File: src/rtl/sar_adc_pkg.sv
package sar_adc_pkg;

  localparam int BUS_W   = 8;
  localparam int ADDR_W  = 2;
  localparam int DIV_W   = 3;
  localparam int PRE_W   = 4;   // log2 of the largest divide ratio

  typedef enum logic [ADDR_W-1:0] {
    REG_CTRL   = 2'd0,
    REG_CLKCFG = 2'd1,
    REG_RES_HI = 2'd2,
    REG_RES_LO = 2'd3
  } reg_sel_e;

  // Low-bit mask of the free-running prescale counter: the ADC enable fires
  // when every masked bit is one. Codes above PRE_W saturate at the largest ratio.
  function automatic logic [PRE_W-1:0] div_mask(input logic [DIV_W-1:0] sel);
    int exp_v;
    logic [PRE_W:0] pow;
    exp_v = int'(sel);
    if (exp_v > PRE_W) exp_v = PRE_W;
    pow = (PRE_W+1)'(1) << exp_v;
    return PRE_W'(pow - 1'b1);
  endfunction

endpackage

File: src/rtl/sar_adc_prescaler.sv
module sar_adc_prescaler
  import sar_adc_pkg::*;
(
  input  logic             clk,
  input  logic             rst_n,
  input  logic             osc_tick,
  input  logic             src_osc,
  input  logic [DIV_W-1:0] div_sel,
  output logic             src_tick,
  output logic             adc_ce
);

  logic [PRE_W-1:0] pre_cnt;
  logic [PRE_W-1:0] pre_mask;

  always_comb begin
    src_tick = src_osc ? osc_tick : 1'b1;
    pre_mask = div_mask(div_sel);
    adc_ce   = src_tick && ((pre_cnt & pre_mask) == pre_mask);
  end

  // Free-running: a start write does not reset it, so the first ADC
  // cycle of a conversion is a partial one.
  always_ff @(posedge clk or negedge rst_n) begin
    if (!rst_n)        pre_cnt <= '0;
    else if (src_tick) pre_cnt <= pre_cnt + 1'b1;
  end

endmodule

File: src/rtl/sar_adc_sequencer.sv
module sar_adc_sequencer #(
  parameter int RES_W      = 10,
  parameter int SAMPLE_CYC = 5
) (
  input  logic             clk,
  input  logic             rst_n,
  input  logic             start,
  input  logic             adc_ce,
  input  logic             cmp_in,
  output logic             busy,
  output logic             res_load,
  output logic [RES_W-1:0] trial,
  output logic [RES_W-1:0] code_out
);

  localparam int STEP_TRIAL = SAMPLE_CYC;
  localparam int STEP_LAST  = SAMPLE_CYC + RES_W;
  localparam int STEP_LATCH = STEP_LAST + 1;
  localparam int STEP_W     = $clog2(STEP_LATCH + 1);
  localparam logic [RES_W-1:0] MSB_ONE = {1'b1, {(RES_W-1){1'b0}}};

  // Keep or drop the bit under test, then raise the next lower bit.
  function automatic logic [RES_W-1:0] sar_next(input logic [RES_W-1:0] cur,
                                               input logic [RES_W-1:0] probe_v,
                                               input logic             keep);
    return (cur & ~probe_v) | (keep ? probe_v : '0) | (probe_v >> 1);
  endfunction

  logic [STEP_W-1:0] step;
  logic [RES_W-1:0]  probe;
  logic              at_trial, at_bit, at_latch, tick;

  always_comb begin
    tick     = busy && adc_ce && !start;
    at_trial = (step == STEP_W'(STEP_TRIAL));
    at_bit   = (step > STEP_W'(STEP_TRIAL)) && (step <= STEP_W'(STEP_LAST));
    at_latch = (step == STEP_W'(STEP_LATCH));
    res_load = tick && at_latch;
  end

  always_ff @(posedge clk or negedge rst_n) begin
    if (!rst_n) begin
      busy     <= 1'b0;
      step     <= '0;
      trial    <= '0;
      probe    <= '0;
      code_out <= '0;
    end else if (start) begin
      busy  <= 1'b1;
      step  <= '0;
      trial <= '0;
      probe <= '0;
    end else if (tick) begin
      step <= step + 1'b1;
      if (at_trial) begin
        trial <= MSB_ONE;
        probe <= MSB_ONE;
      end else if (at_bit) begin
        trial <= sar_next(trial, probe, cmp_in);
        probe <= probe >> 1;
      end else if (at_latch) begin
        code_out <= trial;
        busy     <= 1'b0;
      end
    end
  end

endmodule

File: src/rtl/sar_adc_regs.sv
module sar_adc_regs
  import sar_adc_pkg::*;
#(
  parameter int RES_W  = 10,
  parameter int CHAN_W = 5
) (
  input  logic              clk,
  input  logic              rst_n,
  input  logic              bus_we,
  input  logic              bus_re,
  input  logic [ADDR_W-1:0] bus_addr,
  input  logic [BUS_W-1:0]  bus_wdata,
  output logic [BUS_W-1:0]  bus_rdata,
  input  logic              busy,
  input  logic              res_load,
  input  logic [RES_W-1:0]  code,
  output logic              start,
  output logic              src_osc,
  output logic [DIV_W-1:0]  div_sel,
  output logic              done
);

  logic [CHAN_W-1:0] chan;
  logic              cfg_wr, lo_rd;
  logic              unused_wbits;

  always_comb begin
    start        = bus_we && (bus_addr == REG_CTRL);
    cfg_wr       = bus_we && (bus_addr == REG_CLKCFG);
    lo_rd        = bus_re && (bus_addr == REG_RES_LO);
    unused_wbits = ^bus_wdata;
  end

  always_ff @(posedge clk or negedge rst_n) begin
    if (!rst_n) begin
      chan    <= '0;
      src_osc <= 1'b0;
      div_sel <= '0;
      done    <= 1'b0;
    end else begin
      if (start) chan <= bus_wdata[CHAN_W-1:0];
      if (cfg_wr) begin
        src_osc <= bus_wdata[DIV_W];
        div_sel <= bus_wdata[DIV_W-1:0];
      end
      if (start)         done <= 1'b0;
      else if (res_load) done <= 1'b1;
      else if (lo_rd)    done <= 1'b0;
    end
  end

  always_comb begin
    bus_rdata = '0;
    case (bus_addr)
      REG_CTRL: begin
        bus_rdata[CHAN_W-1:0] = chan;
        bus_rdata[BUS_W-2]    = busy;
        bus_rdata[BUS_W-1]    = done;
      end
      REG_CLKCFG: begin
        bus_rdata[DIV_W-1:0] = div_sel;
        bus_rdata[DIV_W]     = src_osc;
      end
      REG_RES_HI: bus_rdata = BUS_W'(code >> BUS_W);
      default:    bus_rdata = code[BUS_W-1:0];
    endcase
  end

endmodule

File: src/rtl/sar_adc_ctrl.sv
module sar_adc_ctrl
  import sar_adc_pkg::*;
#(
  parameter int RES_W      = 10,
  parameter int SAMPLE_CYC = 5,
  parameter int CHAN_W     = 5
) (
  input  logic              clk,
  input  logic              rst_n,
  input  logic              bus_we,
  input  logic              bus_re,
  input  logic [ADDR_W-1:0] bus_addr,
  input  logic [BUS_W-1:0]  bus_wdata,
  output logic [BUS_W-1:0]  bus_rdata,
  input  logic              osc_tick,
  input  logic              cmp_in,
  output logic [RES_W-1:0]  dac_code
);

  // Named internal events, also watched by the bound checker.
  logic             start;
  logic             src_osc;
  logic [DIV_W-1:0] div_sel;
  logic             src_tick;
  logic             adc_ce;
  logic             busy;
  logic             res_load;
  logic             done;
  logic [RES_W-1:0] code;

  sar_adc_regs #(.RES_W(RES_W), .CHAN_W(CHAN_W)) u_regs (
    .clk(clk), .rst_n(rst_n),
    .bus_we(bus_we), .bus_re(bus_re), .bus_addr(bus_addr),
    .bus_wdata(bus_wdata), .bus_rdata(bus_rdata),
    .busy(busy), .res_load(res_load), .code(code),
    .start(start), .src_osc(src_osc), .div_sel(div_sel), .done(done)
  );

  sar_adc_prescaler u_pre (
    .clk(clk), .rst_n(rst_n), .osc_tick(osc_tick),
    .src_osc(src_osc), .div_sel(div_sel),
    .src_tick(src_tick), .adc_ce(adc_ce)
  );

  sar_adc_sequencer #(.RES_W(RES_W), .SAMPLE_CYC(SAMPLE_CYC)) u_seq (
    .clk(clk), .rst_n(rst_n), .start(start), .adc_ce(adc_ce),
    .cmp_in(cmp_in), .busy(busy), .res_load(res_load),
    .trial(dac_code), .code_out(code)
  );

endmodule

File: config.mk
export PLATFORM = sky130hd
export DESIGN_NAME = sar_adc_ctrl
export DESIGN_NICKNAME = d
export VERILOG_FILES = /design/src/rtl/sar_adc_pkg.sv /design/src/rtl/sar_adc_prescaler.sv /design/src/rtl/sar_adc_sequencer.sv /design/src/rtl/sar_adc_regs.sv /design/src/rtl/sar_adc_ctrl.sv
export SDC_FILE = /design/constraint.sdc
export NUM_CORES = 1
export LEC_CHECK = 0
export BUFFER_PORTS_ARGS = -buffer_cell sky130_fd_sc_hd__buf_2
export CORE_ASPECT_RATIO = 0.7
export CORE_MARGIN = 4
export CORE_UTILIZATION = 25
export DETAILED_ROUTE_END_ITERATION = 10
export PLACE_DENSITY = 0.55
export SLEW_MARGIN = 15
export SYNTH_ARGS = -nofsm -noshare
export SYNTH_HDL_FRONTEND = slang
export SYNTH_SLANG_ARGS = --single-unit
File: constraint.sdc
create_clock -name clk -period 2.36 [get_ports clk]
set_clock_uncertainty 0.05 [all_clocks]
set_input_delay 0.236 -clock clk [delete_from_list [all_inputs] [get_ports clk]]
set_output_delay 0.236 -clock clk [all_outputs]
set_load 0.01 [all_outputs]
==> results of run 1 <==
cells in the final DEF, fill, tap and decap left out, types with 4 or more instances in the layout:
master     instances
ha_1               5
mux2_2            15
nor2_1            11
o2bb2ai_1         10
nand2_1            9
buf_4              4
a22o_1            14
inv_1              4
dfrtp_1           50
a211oi_1          10
buf_2             30
mux2_4             9
nor2b_1           10
clkbuf_16          5
kinds of logic after synthesis:
| logic type | count (synthesis) | share of synthesized area [%] |
|---|---|---|
| AOI/OAI and AO/OA | 46 | 15.9 |
| adders and majority gates | 5 | 2.55 |
| buffers and inverters | 13 | 3.06 |
| DFF | 50 | 51.0 |
| xor gates and xnor gates | 4 | 1.43 |
| muxes | 28 | 15.1 |
| and+or+nand+nor | 47 | 11.0 |
metrics by stage:
step	util, %	area (um^2)	hold slack, ns	cells
2_1_floorplan	-	2450	-0.110	193
3_3_place_gp	29.7	2770	0.239	344
3_5_place_dp	29.7	2770	0.252	344
4_1_cts	31.7	2960	0.125	353
5_1_grt	31.7	2960	0.138	353
6_report	31.7	2960	0.126	353
critical path, delay by kind of cell (launching register included):
kind | cells | cell delay, ns
buffers and inverters | 1 | 0.16
AOI/OAI and AO/OA | 1 | 0.23
and+or+nand+nor | 3 | 0.51
DFF | 1 | 0.43
adders and majority gates | 2 | 0.39
muxes | 1 | 0.33
state kept, by name (all words and copies together) (netlist names):
signal / count
u_regs.div_sel: 3
u_seq.step: 5
u_regs.chan: 5
u_pre.pre_cnt: 4
u_seq.code_out: 10
u_regs.src_osc: 1
u_seq.busy: 1
u_seq.probe: 10
u_regs.done: 1
u_seq.trial: 10
routing by layer:
layer / vias up / global-route usage [%]
met4: 0 / 1.61
li1: 787 / -
met3: 2 / 3.78
met5: - / 0
met1: 837 / 15.3
met2: 30 / 13.4
report_power, final:
| group | switching, mW | internal, mW | total, mW |
|---|---|---|---|
| clock | 0.330 | 0.534 | 0.863 |
| sequential | 0.127 | 0.982 | 1.11 |
| combinational | 0.333 | 0.299 | 0.632 |
how the worst max path moves through the flow:
stage                                   end  slack [ns]
after detailed placement  u_seq.code_out[9]        0.15
after floorplan           u_seq.code_out[0]        0.16
after global placement    u_seq.code_out[9]        0.18
after CTS                 u_seq.code_out[9]        0.14
after global routing      u_seq.code_out[9]        0.04
final                     u_seq.code_out[9]        0.15
area by class of cell:
class | instances | area [um^2] | share of cell area [%]
Inverter | 4 | 15.0 | 0.508
Sequential cell | 50 | 1250 | 42.3
Clock buffer | 6 | 139 | 4.70
Timing Repair Buffer | 37 | 230 | 7.79
Clock inverter | 2 | 38.8 | 1.31
Tap cell | 124 | 155 | 5.25
Multi-Input combinational cell | 130 | 1130 | 38.1
what timing repair did:
| item | CTS | global route |
|---|---|---|
| resized for setup | 0 | 0 |
| endpoints found under the hold margin | 22 | 0 |
| hold buffers | 1 | 0 |
==> run summary, run 1 <==
CTS root buf: clkbuf_16
Synth Warn #: 0
Setup-failing EPs final: 0
post-route setup TNS: 0 ns
max-cap viol count: 0
length of the first detailed-routing pass in iterations: 4
CP cell instances: ha_1 -> and3_1 -> ha_1 -> o2bb2ai_1 -> nand2_2 -> and3b_1 -> buf_12 -> mux2_2
Filler Cell Count: 940
Worst setup EP type: flop
commonest cells in the synthesized netlist: dfrtp_1 (50), mux2_2 (15), a22o_1 (14)
Seq cells post-synth: 50
Reg2Reg Launch Point: u_seq.step[1]
Iter 0 DRT Violations: 105
min cycle time layout: 2.21 ns
R2R depth: 8
WP data arrival: 2.34 ns
syn_area_per_cell: 12.7 um^2
die width: 126 um
top cells by area, synth: dfrtp_1 (51%), mux2_2 (6.9%), mux2_4 (5.5%), a22o_1 (5.0%), o2bb2ai_1 (3.6%)
number of flops mapped to enable cells by yosys: 0
Max Slew Vio Count: 0
worst slew pin tran: 0.791 ns
Worst Path Required: 2.49 ns
antenna violations before repair: 0
largest net degree at the start of global routing: 29
Die Ht: 90.9 um
final period utilization: 93.7%
layout cells sized above 1: 33.2%
top sig layer: met4
wire per inst: 15.4 um
Placer Congestion: 0.761
Max clock buf depth: 2
TritonCTS Sinks: 50
clk_lat worst skew: 0.29 ns
routed length on met3: 312 um
diodes inserted: 0
hold_sp: bus_wdata[4]
slowest cell delay on critical path: 0.43 ns
Net Count, Synth: 214
Netlist cell types: 42
final-report hold violation count: 0
hold path depth: 2
Startpoint Class: flop
leading area contributor after synthesis: dfrtp_1
pwr dens: 882 nW/um^2
I/O pins: 34
met1 WL: 2940 um
Mapped Area: 2450 um^2
Net count, final: 249
post-layout total power: 2.61 mW
ys async rst share: 100%
Vias: 1656
GRT Residual Overflow: 0
Cell Rows: 29
Area Growth Syn to Fin: 20.5%
Initial Util: 26.3%
worst vdd ir: 0.363 mV
RSZ-0062 raised after global routing: false
Die Footprint: 11500 um^2
final worst slack: 0.148 ns
GRT Overall Usage: 10.0%
htree depth: 2
fmax: 452 MHz
register area share after synthesis: 51.0%
hold crit path type: in -> reg
slowest CP cell: dfrtp_1
cell count after synthesis: 193
number of global-route vias before repair: 1674
clock-pin slew on the worst setup and hold paths: 0.07 ns
register-to-register setup slack: 0.15 ns
CTS tree: yes
DP HPWL: 3930 um
CP dominant cell by count: ha_1
critical path type: reg -> reg
cell with the most instances after synthesis: dfrtp_1
Max FO, Critical Path: 11
P_leak: 1.36 nW
area fraction of the dominant cell type after synthesis: 51.0%
worst slew margin relative to its limit: 47.3%
vias per inst: 4.69
met2 wire len: 2170 um
Critical Path Start: u_seq.step[1]
final antenna-violating net count: 0
Port Buffer Count: 30
Routed WL: 5440 um
core area: 9330 um^2
first-pass GRT wire length: 9170 um
pre-CTS setup slack: 0.154 ns
ys flop type: dfrtp_1
Critical R2R Capture: u_seq.code_out[9]
WHS Endpoint: u_regs.chan[4]
DRC: 0
cts bufs inserted: 5
status: finished clean
setup bufs post-CTS: 0
Power figures use the tool's default switching activity.
==> run 2, diff against run 1 <==
==> constraint.sdc (replaced) <==
create_clock -name clk -period 2.36 [get_ports clk]
set_clock_uncertainty 0.05 [all_clocks]
set_input_delay 0 -clock clk [delete_from_list [all_inputs] [get_ports clk]]
set_output_delay 0 -clock clk [all_outputs]
set_load 0.01 [all_outputs]
==> run 2 against run 1 <==
Compared with the run above:
- core utilization increased by 0.17 points
- routed wire length decreased by 1.0%
- worst setup slack improved by 0.020 ns
- sequential power about the same
- clock power decreased by 17%
- design area increased by 0.55%
- highest routed layer unchanged
==> run summary, run 2 (synthesis gave the netlist of run 1 again) <==
commonest non-fill, non-tap cell in the layout: dfrtp_1
Die Ht: 90.9 um
Vias: 1660
worst slew pin tran: 0.789 ns
clk_lat worst skew: 0.29 ns
most frequent cells in the layout: dfrtp_1 (50), buf_2 (30), mux2_2 (15), a22o_1 (14), nor2_1 (11)
R2R depth: 8
Max clock buf depth: 2
Critical R2R Capture: u_seq.code_out[9]
final-report hold violation count: 0
Cell Rows: 29
Top Registers: u_seq.code_out: 10 flops, u_seq.probe: 10 flops, u_seq.trial: 10 flops
post-route setup TNS: 0 ns
Area Growth Syn to Fin: 21.2%
Filler Cell Count: 936
Comb power frac: 25.8%
Worst setup EP type: flop
Post-Layout Cell Count: 359
CP endpoint: u_seq.code_out[9]
placed inst area: 2760 um^2
fin util: 31.9%
dpl cells: 344
slowest CP cell: dfrtp_1
multi-input logic area: 1130 um^2
FF/Latch Area: 1250 um^2
CP dominant cell by count: ha_1
Routed WL: 5380 um
WHS: 0.0687 ns
Port Buffer Count: 30
Critical Path Start: u_seq.step[1]
wire per inst: 15.0 um
P_leak: 1.37 nW
Startpoint Class: flop
cts bufs inserted: 5
CTS root buf: clkbuf_16
Clk pwr share: 29.1%
length of the first detailed-routing pass in iterations: 4
WP data arrival: 2.32 ns
slowest cell delay on critical path: 0.43 ns
Cell Int Power: 1.68 mW
fmax: 456 MHz
hold_sp: osc_tick
diodes inserted: 0
Post-CTS Resized: 0
number of global-route vias before repair: 1716
Placer Congestion: 0.772
RSZ-0062 raised after global routing: false
final worst slack: 0.168 ns
pre-CTS setup slack: 0.171 ns
first-pass GRT wire length: 9060 um
Net count, final: 255
I/O pins: 34
design area: 2970 um^2
Initial Util: 26.3%
sequential power share: 45.0%
Reg2Reg Launch Point: u_seq.step[1]
status: finished clean
min cycle time layout: 2.19 ns
CP cell instances: ha_1 -> and3_1 -> ha_1 -> o2bb2ai_1 -> nand2_2 -> and3b_1 -> buf_12 -> mux2_2
sw frac: 31.8%
largest net degree at the start of global routing: 51
post-layout total power: 2.46 mW
vias per inst: 4.62
CTS tree: yes
Max FO, Critical Path: 11
Levels on crit path: 8
GRT Residual Overflow: 0
NetSw: 0.782 mW
layout cells sized above 1: 32.3%
DP HPWL: 3910 um
worst slew margin relative to its limit: 47.4%
worst vdd ir: 0.274 mV
clock-pin slew on the worst setup and hold paths: 0.07 ns
Worst Path Required: 2.49 ns
hold crit path type: in -> reg
Max Slew Vio Count: 0
final period utilization: 92.9%
TritonCTS Sinks: 50
pwr dens: 828 nW/um^2
crit path buf inv count: 1
Die Footprint: 11500 um^2
GRT Overall Usage: 9.74%
Iter 0 DRT Violations: 93
core area: 9330 um^2
crit-path leading delay family: simple AND/OR/NAND/NOR gates
register-to-register setup slack: 0.17 ns
antenna violations before repair: 0
die width: 126 um
critical path type: reg -> reg
htree depth: 2
DRC: 0
max-cap viol count: 0
Setup-failing EPs final: 0
final antenna-violating net count: 0
run 2: changes by cell type in the layout (fill, tap and decap cells not counted), sizes merged:
cell,change
inv,-1
clkinv,+2
clkbuf,-1
dlygate4sd3,+6
bufinv,-1
clkinvlp,+1
run 2: final cells by class:
class                           count  area share [%]
Clock buffer                        5            4.21
Inverter                            4           0.505
Multi-Input combinational cell    130            37.9
Clock inverter                      3           0.716
Tap cell                          124            5.22
Timing Repair Buffer               43            9.35
Sequential cell                    50            42.1
run 2: power by group through the flow:
stage          Combinational (mW)  Clock [mW]  Sequential (mW)
2_1_floorplan               0.476           0             1.09
3_3_place_gp                0.619           0             1.12
3_5_place_dp                0.635           0             1.13
4_1_cts                     0.646       0.743             1.11
5_1_grt                     0.719       0.772             1.13
6_report                    0.635       0.717             1.11
run 2: worst min-delay path by stage:
stage | endpoint | depth (start not counted)
after floorplan | u_pre.pre_cnt[0] | 0
after global placement | u_seq.probe[9] | 2
after detailed placement | u_seq.probe[9] | 2
after CTS | u_pre.pre_cnt[0] | 3
after global routing | u_pre.pre_cnt[0] | 3
final | u_pre.pre_cnt[0] | 3
run 2: layer usage:
| metal | part of all wire [%] | GRT usage (%) |
|---|---|---|
| met5 | 0 | 0 |
| met4 | 0.95 | 2.68 |
| met3 | 4.6 | 2.84 |
| met2 | 41 | 13.3 |
| met1 | 53 | 14.7 |
run 2: tightest hold or removal path: cells and delay by family:
kind	cells	cell delay, ns
buf+inv	1	0.07
simple gates	1	0.20
xor+xnor	1	0.10
run 2: repair_timing:
item,CTS,global route
setup endpoints to repair,0,0
setup buffers,0,0
hold buffers,7,0
hold endpoints to repair,60,0
==> run 3, diff against run 2 <==
ABC_AREA = 1   (was unset)
PLACE_DENSITY = 0.54   (was 0.55)
==> run 3 against run 2 <==
Compared with the run above:
- clock power rose by 32%
- synthesized area up 8.3%
- sequential power rose by 23%
- critical endpoint is now u_seq.trial[9]
- largest cell class unchanged
==> run summary, run 3 <==
status: finished clean
min cycle time layout: 1.92 ns
Startpoint Class: flop
Worst Path Required: 2.49 ns
final worst slack: 0.441 ns
Cell Rows: 31
worst slew margin relative to its limit: 70.5%
wire per inst: 13.3 um
pwr dens: 1170 nW/um^2
commonest non-fill, non-tap cell in the layout: nand2_1
Max FO, Critical Path: 20
R2R depth: 10
Synth Area in XOR/XNOR: 1.32%
NetSw: 1.51 mW
Top Registers: u_seq.code_out: 10 flops, u_seq.probe: 10 flops, u_seq.trial: 10 flops
sequential power share: 36.5%
CTS root buf: clkbuf_16
ys async rst share: 100%
pre-CTS setup slack: 0.460 ns
core area: 10400 um^2
Vias: 2273
Port Buffer Count: 30
cell count after synthesis: 337
TritonCTS Sinks: 50
Net count, final: 396
Die Ht: 94.2 um
GRT Overall Usage: 11.3%
clock-pin slew on the worst setup and hold paths: 0.07 ns
final antenna-violating net count: 0
fmax: 521 MHz
Reg2Reg Launch Point: u_seq.step[1]
post-route setup TNS: 0 ns
WHS: 0.0787 ns
DRC: 0
number of flops mapped to enable cells by yosys: 0
post-synthesis mux area share: 0%
post-layout total power: 3.75 mW
register area share after synthesis: 47.1%
Area Growth Syn to Fin: 20.8%
max-cap viol count: 0
Die Footprint: 12400 um^2
diodes inserted: 0
Net Count, Synth: 358
I/O pins: 34
CTS tree: yes
Initial Util: 25.6%
ys flop type: dfrtp_1
die width: 131 um
first-pass GRT wire length: 11200 um
Comb power frac: 38.2%
Mapped Area: 2660 um^2
critical path type: reg -> reg
layout cells sized above 1: 14.4%
Post-CTS Resized: 0
Synth Area in Compound Gates: 13.1%
Placer Congestion: 0.764
length of the first detailed-routing pass in iterations: 4
clk_lat worst skew: 0.29 ns
top cells by area, synth: dfrtp_1 (47%), nand2_1 (15%), inv_1 (5.7%), o21ai_0 (5.5%), nand3_1 (4.9%)
Max Slew Vio Count: 0
sw frac: 40.3%
number of global-route vias before repair: 2149
largest family of logic cells by synthesized area: simple AND/OR/NAND/NOR gates
Seq cells post-synth: 50
Routed WL: 6730 um
RSZ-0062 raised after global routing: false
GRT Residual Overflow: 0
Synth Warn #: 0
Iter 0 DRT Violations: 202
leading area contributor after synthesis: dfrtp_1
Synth Area in Adders: 2.36%
cell with the most instances after synthesis: nand2_1
largest net degree at the start of global routing: 26
commonest cells in the synthesized netlist: nand2_1 (103), dfrtp_1 (50), inv_1 (40)
final period utilization: 81.3%
most frequent cells in the layout: nand2_1 (103), dfrtp_1 (50), inv_1 (40), buf_2 (30), o21ai_0 (29)
Clk pwr share: 25.3%
register-to-register setup slack: 0.44 ns
hold crit path type: in -> reg
hold path depth: 4
worst slew pin tran: 0.443 ns
Max clock buf depth: 2
Setup-failing EPs final: 0
syn_area_per_cell: 7.88 um^2
cts bufs inserted: 5
design area: 3210 um^2
vias per inst: 4.47
Critical R2R Capture: u_seq.trial[9]
Cell Int Power: 2.24 mW
WP data arrival: 2.05 ns
htree depth: 2
antenna violations before repair: 0
area fraction of the dominant cell type after synthesis: 47.1%
P_leak: 1.64 nW
Worst setup EP type: flop
final-report hold violation count: 0
Netlist cell types: 29
worst vdd ir: 0.397 mV
DP HPWL: 4840 um
placed inst area: 2940 um^2
post-synthesis simple-gate area fraction: 27.0%
WHS Endpoint: u_regs.chan[4]
hold_sp: bus_we
[run 3: changes by cell type in the layout (fill, tap and decap cells not counted), sizes merged, moves of 6 or more]
| cell | before | now |
|---|---|---|
| nand2 | 10 | 107 |
| inv | 4 | 42 |
| nand3 | 1 | 26 |
| o21ai | 4 | 29 |
| mux2 | 24 | 0 |
| a22o | 14 | 0 |
| a211oi | 10 | 0 |
| a21oi | 3 | 13 |
| nor2b | 10 | 0 |
| o21bai | 0 | 10 |
| o2bb2ai | 10 | 0 |
| nor2 | 11 | 18 |
| nand3b | 2 | 8 |
[run 3: worst max-delay path, stage by stage, from the launching register on]
cell and delay (ns):
dfrtp_1 0.41, inv_1 0.14, ha_1 0.16, nand3_1 0.16
nand2_4 0.21, inv_4 0.09, nand2_4 0.17, nand2_1 0.07
buf_4 0.21, nand2_1 0.08, nand2_1 0.05
[run 3: per-stage QoR]
step	std cells	util, %
floorplan	337	-
global placement	493	28.4
detailed placement	493	28.4
CTS	508	31.0
global route	508	31.0
finish	508	31.0
[run 3: final cells by class]
cell class | count | area, um^2
Fill cell | 1115 | 7150
Multi-Input combinational cell | 232 | 1160
Sequential cell | 50 | 1250
Timing Repair Buffer | 44 | 273
Clock inverter | 3 | 68.8
Tap cell | 132 | 165
Inverter | 42 | 160
Clock buffer | 5 | 125
[run 3: per-layer routing]
metal	wire (um)	GRT usage [%]	part of all wire, %
met1	3490	17.3	52
met2	2670	15.2	40
met3	520	3.32	7.7
met4	55	2.88	0.82
met5	0	0	0
[run 3: how the worst max path moves through the flow]
stage                  start                 to  slack (ns)  depth (start not counted)
2_1_floorplan  u_seq.step[0]     u_seq.probe[1]        0.70                         12
3_3_place_gp   u_seq.step[0]  u_seq.code_out[7]        0.46                         11
3_5_place_dp   u_seq.step[0]  u_seq.code_out[9]        0.46                         11
4_1_cts        u_seq.step[0]  u_seq.code_out[9]        0.45                         11
5_1_grt        u_seq.step[1]     u_seq.probe[7]        0.24                         10
6_report       u_seq.step[1]     u_seq.trial[9]        0.44                         10
[run 3: logic make-up (layout without fill, tap and decap cells)]
family | count (synthesis) | in the layout
compound gates | 60 | 60
simple gates | 163 | 163
flops | 50 | 50
xor+xnor | 4 | 4
buf+inv | 55 | 94
fa+ha+maj | 5 | 5
[run 3: power by group through the flow]
stage	clock network (mW)	registers, mW	logic (mW)
global placement	0	1.37	1.39
floorplan	0	1.33	1.09
detailed placement	0	1.38	1.42
finish	0.947	1.37	1.43
global route	1.00	1.41	1.64
CTS	0.965	1.37	1.44
[run 3: timing repair]
action / in CTS / in global routing
hold buffers: 7 / 0
setup buffers: 0 / 0
endpoints found under the hold margin: 25 / 0
